## config.mk

```make
export PLATFORM = sky130hd
export DESIGN_NAME = muxbus_slave
export DESIGN_NICKNAME = d
export VERILOG_FILES = /design/src/rtl/muxbus_pkg.sv /design/src/rtl/muxbus_dp.sv /design/src/rtl/muxbus_ctrl.sv /design/src/rtl/muxbus_slave.sv
export SDC_FILE = /design/constraint.sdc
export NUM_CORES = 1
export LEC_CHECK = 0
export BUFFER_PORTS_ARGS = -buffer_cell sky130_fd_sc_hd__buf_2
export CAP_MARGIN = 20
export CORE_AREA = 4 4 55 57
export DETAILED_ROUTE_END_ITERATION = 8
export DIE_AREA = 0 0 59 61
export MAX_ROUTING_LAYER = met4
export PLACE_DENSITY = 0.78
export SYNTH_ARGS = -nofsm -noshare
export SYNTH_HDL_FRONTEND = slang
export SYNTH_SLANG_ARGS = --single-unit
```

## constraint.sdc

```tcl
create_clock -name clk -period 2.5 [get_ports clk]
set_input_delay 0.125 -clock clk [delete_from_list [all_inputs] [get_ports clk]]
set_output_delay 0.125 -clock clk [all_outputs]
set_load 0.02 [all_outputs]
```

## src/rtl/muxbus_pkg.sv

```systemverilog
package muxbus_pkg;
  typedef enum logic [2:0] {
    ST_IDLE,
    ST_CAPT,
    ST_START,
    ST_WAIT,
    ST_ACK
  } busState_t;

  typedef struct packed {
    logic loadTxn;
    logic loadWr;
    logic loadRd;
  } dpStrobe_t;
endpackage

```

## src/rtl/muxbus_dp.sv

```systemverilog
module muxbus_dp
  import muxbus_pkg::*;
#(
  parameter int ADDR_W = 5,
  parameter int DATA_W = 8,
  parameter bit BYTE_LANE_ADDR = 1'b1
) (
  input  logic              clk,
  input  logic              rstN,
  input  logic [DATA_W-1:0] hostAdIn,
  input  logic              hostAle,
  input  logic              hostBe0N,
  input  logic              hostBe1N,
  input  logic              hostWrRd,
  input  dpStrobe_t         strobe,
  input  logic [DATA_W-1:0] userRdData,
  output logic [ADDR_W-1:0] userAddr,
  output logic              isRead,
  output logic [DATA_W-1:0] userWrData,
  output logic [DATA_W-1:0] hostRdData
);
  logic [ADDR_W-1:0] busAddr;
  logic [ADDR_W-1:0] latchAddr;

  generate
    if (BYTE_LANE_ADDR) begin : g_byteLane
      assign busAddr = {hostAdIn[ADDR_W-1:2], hostBe1N, hostBe0N};
    end else begin : g_busLane
      assign busAddr = hostAdIn[ADDR_W-1:0];
    end
  endgenerate

  always_ff @(negedge clk or negedge rstN) begin
    if (!rstN) latchAddr <= '0;
    else if (hostAle) latchAddr <= busAddr;
  end

  always_ff @(posedge clk or negedge rstN) begin
    if (!rstN) begin
      userAddr   <= '0;
      isRead     <= 1'b0;
      userWrData <= '0;
      hostRdData <= '0;
    end else begin
      if (strobe.loadTxn) begin
        userAddr <= latchAddr;
        isRead   <= ~hostWrRd;
      end
      if (strobe.loadWr) userWrData <= hostAdIn;
      if (strobe.loadRd) hostRdData <= userRdData;
    end
  end
endmodule

```

## src/rtl/muxbus_ctrl.sv

```systemverilog
module muxbus_ctrl
  import muxbus_pkg::*;
(
  input  logic      clk,
  input  logic      rstN,
  input  logic      hostAdsN,
  input  logic      hostCsN,
  input  logic      hostCs,
  input  logic      userEnd,
  input  logic      isRead,
  output dpStrobe_t strobe,
  output logic      userStart,
  output logic      hostRdyN,
  output logic      hostAdOe
);
  busState_t state, nextState;
  logic selected;

  assign selected = ~hostCsN & hostCs;

  always_comb begin
    nextState = state;
    strobe    = '0;
    case (state)
      ST_IDLE: begin
        if (selected && !hostAdsN) begin
          nextState      = ST_CAPT;
          strobe.loadTxn = 1'b1;
        end
      end
      ST_CAPT: begin
        nextState     = ST_START;
        strobe.loadWr = 1'b1;
      end
      ST_START, ST_WAIT: begin
        if (userEnd) begin
          nextState     = ST_ACK;
          strobe.loadRd = 1'b1;
        end else begin
          nextState = ST_WAIT;
        end
      end
      ST_ACK:  nextState = ST_IDLE;
      default: nextState = ST_IDLE;
    endcase
  end

  always_ff @(posedge clk or negedge rstN) begin
    if (!rstN) state <= ST_IDLE;
    else       state <= nextState;
  end

  assign userStart = (state == ST_START);
  assign hostRdyN  = (state != ST_ACK);
  assign hostAdOe  = (state == ST_ACK) & isRead;
endmodule

```

## src/rtl/muxbus_slave.sv

```systemverilog
module muxbus_slave
  import muxbus_pkg::*;
#(
  parameter int ADDR_W = 5,
  parameter int DATA_W = 8,
  parameter bit BYTE_LANE_ADDR = 1'b1
) (
  input  logic              clk,
  input  logic              rstN,
  input  logic [DATA_W-1:0] hostAdIn,
  output logic [DATA_W-1:0] hostAdOut,
  output logic              hostAdOe,
  input  logic              hostAle,
  input  logic              hostAdsN,
  input  logic              hostBe0N,
  input  logic              hostBe1N,
  input  logic              hostWrRd,
  input  logic              hostCsN,
  input  logic              hostCs,
  output logic              hostRdyN,
  output logic [ADDR_W-1:0] userAddr,
  output logic              userRdWr,
  output logic              userStart,
  input  logic              userEnd,
  output logic [DATA_W-1:0] userWrData,
  input  logic [DATA_W-1:0] userRdData
);
  dpStrobe_t strobe;
  logic isRead;

  muxbus_ctrl u_ctrl (
    .clk      (clk),
    .rstN     (rstN),
    .hostAdsN (hostAdsN),
    .hostCsN  (hostCsN),
    .hostCs   (hostCs),
    .userEnd  (userEnd),
    .isRead   (isRead),
    .strobe   (strobe),
    .userStart(userStart),
    .hostRdyN (hostRdyN),
    .hostAdOe (hostAdOe)
  );

  muxbus_dp #(
    .ADDR_W(ADDR_W),
    .DATA_W(DATA_W),
    .BYTE_LANE_ADDR(BYTE_LANE_ADDR)
  ) u_dp (
    .clk       (clk),
    .rstN      (rstN),
    .hostAdIn  (hostAdIn),
    .hostAle   (hostAle),
    .hostBe0N  (hostBe0N),
    .hostBe1N  (hostBe1N),
    .hostWrRd  (hostWrRd),
    .strobe    (strobe),
    .userRdData(userRdData),
    .userAddr  (userAddr),
    .isRead    (isRead),
    .userWrData(userWrData),
    .hostRdData(hostAdOut)
  );

  assign userRdWr = isRead;
endmodule

```

After elaboration in Yosys (flattened, before gate mapping)
Cells that the tools add are included.
{ "op_classes": {"div": 0, "bitwise": 4, "eq_ne": 6, "addsub": 0, "n_reduce_logical": 4, "n_mux": 8, "n_mul": 0, "order_cmp": 0, "n_shift": 0} }
{ "ops": {"columns": ["cell", "count"], "rows": [
  ["$pmux 3 s3", 1],
  ["$eq 3x2->1 const B", 2],
  ["$mux 3", 2],
  ["$mux 1", 5],
  ["$eq 3x1->1 const B", 1],
  ["$eq 3x3->1 const B", 1],
  ["$logic_not 3->1", 1],
  ["$ne 3x3->1 const B", 1],
  ["$and 1x1->1", 2],
  ["$ne 2x1->1 const B", 1],
  ["$not 1->1", 2],
  ["$reduce_or 2->1", 1],
  ["$logic_and 1x1->1", 1],
  ["$logic_not 1->1", 1]
]} }
{ "word_totals": {"rom_bits": 0, "latch_bits": 0, "inputBits": 26, "mem_count": 0, "reg_bits": 30, "wordCells": 28, "out_inout_bits": 25, "mem_bits_rw": 0} }

Longest topological paths before layout
Gate-level depths: netlist of the first run.
{ "logic_depth": {"depth_word": 5, "depth_mapped": 3, "ltp_nobuf": 3} }

By module
From an unflattened synthesis of the first run, not the netlist that was laid out.
{ "unflattened": {"cells_unflattened": 75, "hier_area_um2": 1260.0} }
{ "by_module_without_submodules": {"columns": ["module", "area_per_inst_um2", "seq_area_each_um2", "n_inst", "cells_each"], "rows": [
  ["muxbus_dp", 1094.8, 675.6, 1, 58],
  ["muxbus_ctrl", 165.2, 75.1, 1, 17]
]} }

==> flow_summary.toml, run 1 <==
[clock_network]
cts_setup_buffers = 0
ctsHoldBuffers = 2
cts_buffer_depth = 2
clock_tree.root_cell = "clkbuf_4"
htreeDepth = 2
tritoncts = "done"
clk_pin_slew_worst_paths_ps = 80
clk_latency_ps = 320
cts_buffers = 5
cts_sinks = 30
cts_resized = 0

[critical_path]
cp.required_ps = 2710
cp_slowest_cell = "dfrtn_1"
crit_family = "flip-flops"
max_stage_delay_ps = 350
start_kind = "flop"
cp_cell_sequence = "mux2_4"
endpoint_kind = "flop"
cp_num_buf_inv = 0
arrival_ps = 2190
critical_path_class = "flop to flop"
path_max_fanout = 2

[placement]
gp_congestion = 0.701
port_buffers = 50
hpwl_um = 1940

[power_and_ir_drop]
static-leakage-power_nw = 0.791
vdd_drop_max_uv = 694
powerDensity_nw_per_um2 = 1230

[synth]
postSynthCellCount = 70
synth-xor-area-share = 0
ys_types = 15
synth_area_per_cell_um2 = 16.8
ys_ff_latch = 30
synth-seq-area-share = 0.637
synth_top_family_by_area = "multiplexers"
synth_compound_area_frac = 0.0106
synth_warnings = 0
synth_fa_ha_area_frac = 0
syn_area_um2 = 1180
synthMuxAreaShare = 0.273
synth-simple-area-share = 0.0732
syn_nets = 96

[route]
wirelength_um = 2380
post-route-drc-count = 0
wl_per_cell_um = 14.9
vias_per_cell = 4.80
dr.pass1.iters = 3
drtIter0Drc = 5
ant_nets = 0
vias = 768

[timing]
skew_ps = 6.23
maxSlewViolCount = 0
setup_tns_ps = 0
hold_viol = 0
setup_viol = 0
slew_headroom = 0.718
tightestPinTransition_ps = 423
rsz0062_at_grt = "false"

[worst_hold_path]
hold_path.class = "primary input to flop"

[global_routing]
track_usage = 0.155
grt_max_degree = 20
grt_first_pass_wirelength_um = 3810
antenna_found_initial = 0
grt-ovfl-total = 0
grt_pass1_vias = 869

[outcome]
status = "complete, no violations"

[floorplan]
coreArea_um2 = 2480
die_w_um = 59
die-area_um2 = 3600
ios = 51
rows = 18
die_h_um = 61
start_util = 0.476

[cells_and_area]
antenna_cells = 0
drive_gt1_frac = 0.662
syn2layout_area_growth_pct = 30.6
utilization = 0.621
fillers = 204
final_nets = 156

[job]
drv_cap = 0
## metrics by stage
step	instances	area, µm²	total power (W)	setup WS, ps	hold slack, ps
after floorplan	70	1180	0.00136	556	-171
after global placement	151	1470	0.00162	497	18.3
after detailed placement	151	1470	0.00167	464	17.4
after CTS	160	1540	0.00192	524	5.50
after global routing	160	1540	0.00201	516	18.3
final	160	1540	0.00189	520	22.2
## Yosys cell counts, drive strengths merged
master | count | area (µm²)
nand2b | 1 | 6.26
inv | 2 | 7.51
dfrtp | 25 | 626
nand2 | 2 | 15.0
nor2 | 3 | 11.3
nor4b | 1 | 23.8
mux2i | 1 | 10.0
mux2 | 26 | 312
a211oi | 1 | 7.51
dfrtn | 5 | 125
nand3b | 1 | 11.3
nor3b | 1 | 18.8
o21ai | 1 | 5.00
## flip-flops by register name, indices dropped and copies added, names as in the netlist
register / count
u_dp.userAddr: 5
u_dp.latchAddr: 5
u_ctrl.state: 3
u_dp.userWrData: 8
u_dp.isRead: 1
u_dp.hostRdData: 8
## cell type report
cell class                      count  area (µm²)  area share
Inverter                            2        7.51     0.00488
Multi-Input combinational cell     38         420       0.273
Sequential cell                    30         751       0.488
Timing Repair Buffer               53         278       0.180
Clock buffer                        7        45.0      0.0293
Tap cell                           30        37.5      0.0244
## cells in the final DEF, fill, tap and decap left out
master,count
buf_4,1
clkbuf_4,5
clkbuf_1,2
mux2_2,21
o21ai_0,1
mux2_4,5
dlygate4sd3_1,2
nand3b_2,1
nor3b_4,1
dfrtn_1,5
nand2b_1,1
nand2_4,1
a211oi_1,1
dfrtp_1,25
nor2_1,3
nor4b_4,1
inv_1,2
buf_2,50
nand2_1,1
mux2i_1,1
## routing by layer
layer | GRT usage | vias to the layer above | share of wire | wire [µm]
met1 | 0.143 | 372 | 0.35 | 824
met3 | 0.0468 | 6 | 0.065 | 154
met4 | 0.0971 | 0 | 0.027 | 65
met2 | 0.279 | 27 | 0.56 | 1340
met5 | - | - | 0 | 0
li1 | - | 363 | - | -
## final timing paths
kind | startpoint | to | slack, ps | depth (start not counted)
setup / recovery | u_dp.latchAddr[0] | u_dp.userAddr[0] | 520 | 1
hold / removal | userEnd | u_ctrl.state[1] | 20 | 2
setup reg to reg | u_dp.latchAddr[0] | u_dp.userAddr[0] | 520 | 1
hold reg to reg | u_dp.latchAddr[4] | u_dp.latchAddr[4] | 460 | 1
max in group asynchronous | rstN | u_dp.latchAddr[3] | 910 | 2
min in group asynchronous | rstN | u_dp.userWrData[4] | 220 | 2
## logic make-up (layout without fill, tap and decap cells)
kind of cell	after synthesis	after routing
simple gates	9	9
compound gates	2	2
flops	30	30
mux	27	27
buf+inv	2	62
## where the power goes
part	leakage, nW	internal, W	total, W	switching (W)
combinational	0.408	0.000372	0.000827	0.000455
sequential	0.358	0.000692	0.000810	0.000118
clock	0.0254	0.000106	0.000255	0.000149
No activity file was read; power rests on OpenSTA's default activity.
==> run 2, diff against run 1 <==
--- a/config.mk
+++ b/config.mk
@@ -7,11 +7,11 @@
 export LEC_CHECK = 0
 export BUFFER_PORTS_ARGS = -buffer_cell sky130_fd_sc_hd__buf_2
 export CAP_MARGIN = 20
-export CORE_AREA = 4 4 55 57
+export CORE_AREA = 4 4 59 61
 export DETAILED_ROUTE_END_ITERATION = 8
-export DIE_AREA = 0 0 59 61
+export DIE_AREA = 0 0 63 65
 export MAX_ROUTING_LAYER = met4
-export PLACE_DENSITY = 0.78
+export PLACE_DENSITY = 0.71
 export SYNTH_ARGS = -nofsm -noshare
 export SYNTH_HDL_FRONTEND = slang
 export SYNTH_SLANG_ARGS = --single-unit
==> constraint.sdc (replaced) <==
create_clock -name clk -period 1.75 [get_ports clk]
set_input_delay 0.0875 -clock clk [delete_from_list [all_inputs] [get_ports clk]]
set_output_delay 0.0875 -clock clk [all_outputs]
set_load 0.02 [all_outputs]
==> flow_summary.toml, run 2 (synthesis gave the netlist of run 1 again) <==
[power_and_ir_drop]
power_w = 0.00282
switching_share = 0.373
p_sw_w = 0.00105
intPower_w = 0.00177
powerDensity_nw_per_um2 = 1700
p_comb_frac = 0.424
vdd_drop_max_uv = 555
pwr-share-seq = 0.411
clockPowerShare = 0.165
static-leakage-power_nw = 0.847

[critical_path]
r2r_slack_ps = 150
max_stage_delay_ps = 360
cp_slowest_cell = "dfrtn_1"
cp_num_buf_inv = 0
start_kind = "flop"
path_max_fanout = 2
cp.required_ps = 1960
path_depth = 1
cp_cell_sequence = "mux2_4"
arrival_ps = 1810
endpoint_kind = "flop"
critical_path_class = "flop to flop"
r2r_cells = 1
crit_family = "flip-flops"

[floorplan]
start_util = 0.396
coreArea_um2 = 2980
die_h_um = 65
ios = 51
die-area_um2 = 4100
die_w_um = 63
rows = 20

[route]
ant_nets = 0
dr.pass1.iters = 2
post-route-drc-count = 0
drtIter0Drc = 18
vias_per_cell = 4.61
vias = 798
wirelength_um = 2440
wl_per_cell_um = 14.1

[global_routing]
grt-ovfl-total = 0
grt_first_pass_wirelength_um = 3970
grt_pass1_vias = 851
antenna_found_initial = 0
grt_max_degree = 18
track_usage = 0.131

[cells_and_area]
antenna_cells = 0
layout_common_cells = "buf_2 (50), dfrtp_1 (25), mux2_2 (21)"
drive_gt1_frac = 0.636
syn2layout_area_growth_pct = 40.9
final_nets = 165
final_common_cell = "buf_2"
reg_top3 = "u_dp.hostRdData x8, u_dp.userWrData x8"

[clock_network]
cts_buffer_depth = 2
cts_sinks = 30
cts_setup_buffers = 0
clock_tree.root_cell = "clkbuf_4"
clk_pin_slew_worst_paths_ps = 90
tritoncts = "done"
cts_buffers = 5
htreeDepth = 2
clk_latency_ps = 320

[worst_hold_path]
whs_path_depth = 2
hold_path.class = "primary input to flop"

[timing]
maxSlewViolCount = 0
tightestPinTransition_ps = 424
slew_headroom = 0.717
skew_ps = 5.83
rsz0062_at_grt = "false"
hold_viol = 0
setup_tns_ps = 0
setup_viol = 0
holdWs_ps = 7.09

[outcome]
status = "complete, no violations"

[job]
drv_cap = 0

[placement]
gp_congestion = 0.658
port_buffers = 50
hpwl_um = 1900
==> run 2: layout make-up <==
cell class,count,area (µm²)
inverters,2,7.51
flip-flops and latches,30,751
multi-input cells,38,420
well taps,33,41.3
fillers,267,1320
repair buffers,62,368
clock inverters,2,10.0
clock buffers,6,62.6
==> run 2: stage by stage <==
step	instances	util	area [µm²]	setup WS, ps
after floorplan	70	-	1180	181
after global placement	154	0.496	1480	156
after detailed placement	154	0.496	1480	133
after CTS	172	0.554	1650	150
after global routing	173	0.558	1660	118
final	173	0.558	1660	150
==> run 2: final timing paths <==
check / start / to
worst max-delay path: u_dp.latchAddr[1] / u_dp.userAddr[1]
worst min-delay path: userRdData[3] / u_dp.hostRdData[3]
worst max register to register: u_dp.latchAddr[1] / u_dp.userAddr[1]
worst min register to register: u_dp.latchAddr[2] / u_dp.latchAddr[2]
max in group asynchronous: rstN / u_dp.latchAddr[3]
min in group asynchronous: rstN / u_dp.userWrData[2]
==> run 2: what timing repair did <==
item / in CTS / in global routing
gates resized for setup: 0 / 0
hold buffers: 10 / 1
hold endpoints to repair: 17 / 1
==> run 2: layer usage <==
layer	track usage	wire (µm)	part of all wire
met4	0.0413	15	0.0061
met1	0.133	927	0.38
met2	0.235	1340	0.55
met5	-	0	0
met3	0.0468	153	0.063
==> run 2: power by group through the flow <==
| stage | Combinational [W] | Clock [W] | Sequential (W) |
|---|---|---|---|
| 2_1_floorplan | 0.000457 | 0 | 0.00149 |
| 3_3_place_gp | 0.00117 | 0 | 0.00115 |
| 3_5_place_dp | 0.00120 | 0 | 0.00118 |
| 4_1_cts | 0.00122 | 0.000481 | 0.00117 |
| 5_1_grt | 0.00127 | 0.000515 | 0.00121 |
| 6_report | 0.00120 | 0.000467 | 0.00116 |
